**config.mk**
```make
export PLATFORM = sky130hd
export DESIGN_NAME = tdm_frame_ser
export DESIGN_NICKNAME = d
export VERILOG_FILES = /design/src/rtl/tdm_ser_pkg.sv /design/src/rtl/tdm_frame_pos.sv /design/src/rtl/tdm_bit_select.sv /design/src/rtl/tdm_ser_out.sv /design/src/rtl/tdm_frame_ser.sv
export SDC_FILE = /design/constraint.sdc
export NUM_CORES = 1
export LEC_CHECK = 0
export ABC_AREA = 1
export BUFFER_PORTS_ARGS = -buffer_cell sky130_fd_sc_hd__buf_2
export CORE_ASPECT_RATIO = 1.25
export CORE_MARGIN = 2
export CORE_UTILIZATION = 61
export CTS_CLUSTER_SIZE = 20
export DETAILED_ROUTE_END_ITERATION = 8
export PLACE_DENSITY = 0.87
export SETUP_SLACK_MARGIN = 0.5
export SYNTH_ARGS = -nofsm -noshare
export SYNTH_HDL_FRONTEND = slang
export SYNTH_HIERARCHICAL = 1
export SYNTH_SLANG_ARGS = --single-unit
export TNS_END_PERCENT = 10
```
**constraint.sdc**
```tcl
create_clock -name clk -period 4 [get_ports clk]
set_input_delay 1 -clock clk [delete_from_list [all_inputs] [get_ports clk]]
set_output_delay 1 -clock clk [all_outputs]
set_load 0.02 [all_outputs]
```
**src/rtl/tdm_ser_pkg.sv**
```systemverilog
package tdm_ser_pkg;

    localparam int MAX_SLOTS = 16;
    localparam int WORD_W    = 32;
    localparam int WSLEN_W   = 9;

    // one emitted bit period on the two serial lines
    typedef struct packed {
        logic ws;
        logic sd;
    } ser_bits_t;

    // frame-sync level at frame position pos
    function automatic logic ws_level(input int unsigned pos,
                                      input int unsigned pulse_last,
                                      input logic        pol);
        return (pos <= pulse_last) ? pol : ~pol;
    endfunction

endpackage

```
**src/rtl/tdm_frame_pos.sv**
```systemverilog
module tdm_frame_pos #(
    parameter int SLOT_IW = 4,
    parameter int BIT_IW  = 5,
    localparam int POS_W  = SLOT_IW + BIT_IW
) (
    input  logic               clk,
    input  logic               rst,
    input  logic               adv,
    input  logic [SLOT_IW-1:0] slot_last,
    input  logic [BIT_IW-1:0]  bit_last,
    output logic [SLOT_IW-1:0] slot,
    output logic [BIT_IW-1:0]  bitn,
    output logic [POS_W-1:0]   pos
);
    always_ff @(posedge clk) begin
        if (rst) begin
            slot <= '0;
            bitn <= '0;
            pos  <= '0;
        end else if (adv) begin
            if (bitn == bit_last) begin
                bitn <= '0;
                if (slot == slot_last) begin
                    slot <= '0;
                    pos  <= '0;
                end else begin
                    slot <= slot + 1'b1;
                    pos  <= pos + 1'b1;
                end
            end else begin
                bitn <= bitn + 1'b1;
                pos  <= pos + 1'b1;
            end
        end
    end
endmodule

```
**src/rtl/tdm_bit_select.sv**
```systemverilog
module tdm_bit_select #(
    parameter int WORD_W = 32,
    localparam int BIT_IW = $clog2(WORD_W)
) (
    input  logic [WORD_W-1:0] word,
    input  logic [BIT_IW-1:0] bitn,
    input  logic [BIT_IW-1:0] msb,
    input  logic              lsb_first,
    output logic              bit_out
);
    logic [BIT_IW-1:0] idx;

    always_comb begin
        idx = lsb_first ? bitn : (msb - bitn);
        bit_out = (bitn > msb) ? 1'b0 : word[idx];
    end
endmodule

```
**src/rtl/tdm_ser_out.sv**
```systemverilog
module tdm_ser_out
    import tdm_ser_pkg::*;
(
    input  logic      clk,
    input  logic      rst,
    input  logic      tick,
    input  logic      adv,
    input  ser_bits_t nxt,
    input  logic      one_bit_dly,
    output ser_bits_t line,
    output logic      hold
);
    logic dly_q;

    always_ff @(posedge clk) begin
        if (rst) begin
            line  <= '0;
            dly_q <= 1'b0;
            hold  <= 1'b0;
        end else begin
            if (tick) hold <= ~adv;
            if (adv) begin
                line.ws <= nxt.ws;
                line.sd <= one_bit_dly ? dly_q : nxt.sd;
                dly_q   <= nxt.sd;
            end
        end
    end
endmodule

```
**src/rtl/tdm_frame_ser.sv**
```systemverilog
module tdm_frame_ser
    import tdm_ser_pkg::*;
#(
    parameter int N_SLOTS = MAX_SLOTS,
    parameter int DATA_W  = WORD_W,
    parameter int WSW     = WSLEN_W,
    localparam int SLOT_IW = $clog2(N_SLOTS),
    localparam int BIT_IW  = $clog2(DATA_W),
    localparam int POS_W   = SLOT_IW + BIT_IW
) (
    input  logic               clk,
    input  logic               rst,
    input  logic               bclk_en,
    input  logic [SLOT_IW-1:0] slot_last,
    input  logic [BIT_IW-1:0]  bit_last,
    input  logic [BIT_IW-1:0]  data_msb,
    input  logic [N_SLOTS-1:0] chan_en,
    input  logic [WSW-1:0]     ws_last,
    input  logic               ws_pol,
    input  logic               lsb_first,
    input  logic               one_bit_dly,
    input  logic               skip_dis,
    input  logic               stop_on_empty,
    input  logic               s_valid,
    output logic               s_ready,
    input  logic [DATA_W-1:0]  s_data,
    output logic               ws_o,
    output logic               sd_o,
    output logic               bck_hold_o
);
    logic [SLOT_IW-1:0] cur_slot;
    logic [BIT_IW-1:0]  cur_bit;
    logic [POS_W-1:0]   cur_pos;
    logic [N_SLOTS-1:0] take_vec;
    logic               slot_on, need_word, stall, adv, got_word;
    logic [DATA_W-1:0]  fresh_word, word_q, cur_word;
    logic               raw_bit;
    ser_bits_t          nxt_bits, line_bits;

    // per-slot decision: does this slot pull a word from the stream
    for (genvar g = 0; g < N_SLOTS; g++) begin : g_take
        assign take_vec[g] = chan_en[g] | skip_dis;
    end

    tdm_frame_pos #(.SLOT_IW(SLOT_IW), .BIT_IW(BIT_IW)) u_pos (
        .clk       (clk),
        .rst       (rst),
        .adv       (adv),
        .slot_last (slot_last),
        .bit_last  (bit_last),
        .slot      (cur_slot),
        .bitn      (cur_bit),
        .pos       (cur_pos)
    );

    always_comb begin
        slot_on    = chan_en[cur_slot];
        need_word  = (cur_bit == '0) && take_vec[cur_slot];
        s_ready    = bclk_en && need_word;
        got_word   = s_ready && s_valid;
        stall      = s_ready && !s_valid && stop_on_empty;
        adv        = bclk_en && !stall;
        fresh_word = (slot_on && got_word) ? s_data : '0;
        cur_word   = (cur_bit == '0) ? fresh_word : word_q;
    end

    always_ff @(posedge clk) begin
        if (rst)                          word_q <= '0;
        else if (adv && cur_bit == '0)    word_q <= fresh_word;
    end

    tdm_bit_select #(.WORD_W(DATA_W)) u_sel (
        .word      (cur_word),
        .bitn      (cur_bit),
        .msb       (data_msb),
        .lsb_first (lsb_first),
        .bit_out   (raw_bit)
    );

    always_comb begin
        nxt_bits.ws = ws_level(int'(cur_pos), int'(ws_last), ws_pol);
        nxt_bits.sd = raw_bit;
    end

    tdm_ser_out u_out (
        .clk         (clk),
        .rst         (rst),
        .tick        (bclk_en),
        .adv         (adv),
        .nxt         (nxt_bits),
        .one_bit_dly (one_bit_dly),
        .line        (line_bits),
        .hold        (bck_hold_o)
    );

    assign ws_o = line_bits.ws;
    assign sd_o = line_bits.sd;
endmodule

```
After elaboration in Yosys (flattened, before gate mapping):

Index checks and enable logic that the tools add are counted.

* flip-flop bits (word level): 54
* output and inout bits: 4
* logic and storage cells: 64

* $add $sub $neg: 4
* magnitude comparators: 4
* eq/ne operators: 2
* muxes and demuxes: 16
* bitwise logic cells: 18
* reduce and logical (&&, ||, !) cells: 12

Operators with widths (count)
* $mux 32: 2
* $mux 9: 2
* $or 1x1->1: 16
* $mux 5: 2
* $add 9x1->9 const B: 1
* $le 9x9->1: 1
* $bmux 1 s4: 2
* $logic_and 1x1->1: 8
* $lt 5x6->1 const B: 1
* $mux 1: 6
* $add 5x1->5 const B: 1
* $bmux 1 s5: 1
* $eq 5x5->1: 1
* $gt 5x5->1: 1
* $logic_not 5->1: 1
* $lt 4x5->1 const B: 1
* $sub 5x5->5: 1
* $add 4x1->4 const B: 1
* $eq 4x4->1: 1
* $mux 4: 1
* $logic_not 1->1: 2
* $not 1->1: 2
* $reduce_and 2->1: 1

Depth between registers and ports, before layout:

* depth after elaboration: 13
* depth in mapped cells: 25

Modules after synthesis:

Netlist, hierarchy kept.

By module, submodules not included
* tdm_frame_ser: instances 1, cells an instance 400, area each 2444.8 um^2
* tdm_frame_pos: instances 1, cells an instance 145, area each 989.7 um^2
* tdm_bit_select: instances 1, cells an instance 140, area each 715.7 um^2
* tdm_ser_out: instances 1, cells an instance 21, area each 152.6 um^2

Worst setup path after synthesis:

Ideal clock, no wire load.

* path type: input port to flip-flop
* start: input port chan_en[15]
* end: register u_pos.pos[8]
* library setup time: 0.120 ns
* data arrival time: 2.750 ns
* data required time: 3.880 ns
* setup slack: 1.130 ns
* cell stages on the path: 13
* path through: nand2_1 > nand3_1 > nand3_1 > nand3_1 > nand2_2 > a21oi_1 > a21oi_1 > buf_4 > nand2_1 > nor3b_2 > nand4_1 > xor2_1 > nor2_1

* word-level cells in the longest chain between the ends: 9

Ends and longest elaborated chain
* from (decl): line tdm_frame_ser.sv:17 `input logic [N_SLOTS-1:0] chan_en,`
* $or 1x1->1: line tdm_frame_ser.sv:42 `assign take_vec[g] = chan_en[g] | skip_dis;`
* $bmux 1 s4: line tdm_frame_ser.sv:58 `need_word = (cur_bit == '0) && take_vec[cur_slot];`
* $mux 1 (implied by the code): line tdm_frame_ser.sv:58
* $logic_and 1x1->1: line tdm_frame_ser.sv:58
* $logic_and 1x1->1: line tdm_frame_ser.sv:59 `s_ready = bclk_en && need_word;`
* net s_ready: line tdm_frame_ser.sv:25 `output logic s_ready,`
* $logic_and 1x1->1 (2 in a row): line tdm_frame_ser.sv:61 `stall = s_ready && !s_valid && stop_on_empty;`
* $logic_not 1->1: line tdm_frame_ser.sv:62 `adv = bclk_en && !stall;`
* $logic_and 1x1->1: line tdm_frame_ser.sv:62
* net adv: line tdm_frame_ser.sv:35 `logic slot_on, need_word, stall, adv, got_word;`
* to (signal assigned): line tdm_frame_pos.sv:28 `pos <= pos + 1'b1;`
* to (signal assigned): line tdm_frame_pos.sv:32 `pos <= pos + 1'b1;`
* to (decl): line tdm_frame_pos.sv:13 `output logic [POS_W-1:0] pos`

The timed path passes the listed nets, and every way through them passes these cells. The select of a mux whose other input is x is not followed.
A chain may end at the register's enable or synchronous reset.

==> reports/qor.csv <==
metric;value;unit
status;complete, no violations;
dp_hpwl;7.767;mm
power_density;290.3;nW/um2
grt_max_degree;37;
finClkSkew;6.710;ps
track_usage;26.79;%
syn_inst;706;
cp-start-kind;primary input;
required;4240;ps
cpMostUsedCell;nand3_1;
clock-sinks;54;
num_io_pins;84;
cts.clk_slew.worst_paths;90;ps
port_buffers;83;
antenna_cells;0;
ys_warn_count;6;
finalSetupViolations;0;
cts_buffers;5;
cts_tree;built;
crit_path_cell_trace;buf_2 > nand2_1 > nand3_1 > nand3_1 > nand3_1 > nand2_2 > inv_2 > nand2_4 > nor2_1 > nor2_1 > a21oi_1 > inv_1 > nand3_1 > nand3_1 > nand3_1 > nand3_1 > nand3_1 > nand2_1 > nor2_1 > nand2_1 > a21oi_1;
vias;4426;
dieWidth;79.12;um
synth_area_leader_cell;dfxtp_1;
avgSynthCellArea;6.095;um2
p_leak;0.002536;uW
wl_per_cell;11.62;um
cap_viol_max_count;0;
cp_slowest_cell;nand2_4;
min_period;3141;ps
via_per_inst;5.105;
ir_drop;200.9;uV
ant_nets;0;
synth_top_area_share;25.12;%
synth-main-ff-cell;dfxtp_1;
syn_nets;804;
synthToLayoutAreaGrowth;10.73;%
hold_slack;468.9;ps
fin_crit_sh;78.52;%
globalplace.congestion;0.8912;
design_area;4765;um2
num_rows;34;
antenna_found_initial;0;
ctsResizeCount;0;
core;6892;um2
drt-initial-drc-count;305;
fin_tns_setup;0;ps
synth_commonest_cells;nand2_1, nor2_1, inv_1, nand3_1, dfxtp_1;
synthArstFlopShare;0;%
yosysSeqAreaShare;25.12;%
cts_buffer_depth;2;
min-delay-path-class;flip-flop to flip-flop;
drc;0;
yosysMostFrequentCell;nand2_1;
grt_pass1_wl;17.11;mm
synth-edff-count;0;
slew_headroom;32.32;%
max_freq;0.3184;GHz
crit_type;primary input to flip-flop;
cp-end-kind;flip-flop;
grt-ovfl-total;0;
rsz0062_at_grt;no;
htree_levels;2;
worst_slack;859.2;ps
syn-cell-area;4303;um2
synth_cell_type_count;37;
start_util;62.44;%
crit_arrival;3380;ps
yosys_register_bits;54;
drive_above_1_share;16.34;%
clk_latency;310;ps
drt-total-wl;10.08;mm
root_buffer;clkbuf_8;
drtPass1Iterations;4;
tightest_slew;1014;ps
drv_slew;0;
fillers;650;
dieArea;7746;um2
slowest_delay;280;ps
post-place-ws;538.2;ps
dieHeight;97.90;um
hold_viol;0;
grt_pass1_vias;4177;
synth_area_leaders;dfxtp_1, nand2_1, nor2_1;
finalNetCount;875;
crit_fanout;17;
place_area;4681;um2
[registers in the layout (all words and copies together) (netlist names)]
name and cells:
word_q 32, u_out/line 2, u_out/dly_q 1, u_pos/bitn 5, u_pos/pos 9, u_pos/slot 4
u_out/hold 1
[report_power, final]
group          switching (uW)  internal [uW]  total [uW]
Combinational             303            186         489
Sequential               23.0            576         599
Clock                     174            121         295
[through the flow]
stage,util (%),power [uW],instances
after floorplan,-,987.8,706
after global placement,67.92,1077,859
after detailed placement,67.92,1097,859
after CTS,69.03,1388,866
after global routing,69.14,1483,867
final,69.14,1383,867
[cell type report]
cell class / count / area (um2) / share of cell area (%)
well taps: 90 / 112.6 / 2.363
flip-flops and latches: 54 / 1081 / 22.69
inverters: 106 / 410.4 / 8.613
multi-input cells: 524 / 2646 / 55.54
repair buffers: 86 / 437.9 / 9.191
clock buffers: 7 / 76.32 / 1.602
[critical path, delay by kind of cell]
kind | cells | cell delay, ps
AND/OR/NAND/NOR | 16 | 1660
AO/OA/AOI/OAI | 2 | 320
buffers and inverters | 3 | 380
[metal layers]
layer / track usage, % / part of all wire (%) / routed length, um
met5: 0 / 0 / 0
met4: 12.07 / 3.1 / 311
met3: 3.697 / 2.9 / 293
met2: 50.46 / 53 / 5382
met1: 28.98 / 41 / 4089
[timing repair]
action	4_1_cts	5_1_grt
hold buffers	0	0
setup endpoints to repair	0	2
hold endpoints to repair	0	0
setup buffers	0	1
[final timing paths]
check,slack [ps],cells past startpoint,end,from
worst max register to register,870,20,u_out/dly_q,u_pos/slot[0]
worst min register to register,470,2,u_out/line[1],u_out/line[1]
worst min-delay path,470,2,u_out/line[1],u_out/line[1]
worst max-delay path,860,21,u_out/dly_q,chan_en[15]
[logic make-up after synthesis]
group | after synthesis | share of synthesized area [%]
buf+inv | 128 | 13.38
compound gates | 59 | 8.549
xor+xnor | 14 | 2.849
fa+ha+maj | 18 | 5.408
flops | 54 | 25.12
simple gates | 433 | 44.69
[layout by cell type, fill, tap and decap left out, types with 5 or more instances in the layout]
master    Yosys  final
buf_2         5     83
nor2_4       12     12
o21ai_0       5      5
xor2_1       10     10
nor2_1      115    115
clkbuf_8      0      5
dfxtp_1      54     54
o21a_1       15     15
nand3_1      77     77
nand2_1     204    204
inv_1       101    101
a21oi_1      33     33
nand2_2       5      5
ha_1         17     17
No activity file was read; power rests on OpenSTA's default activity.
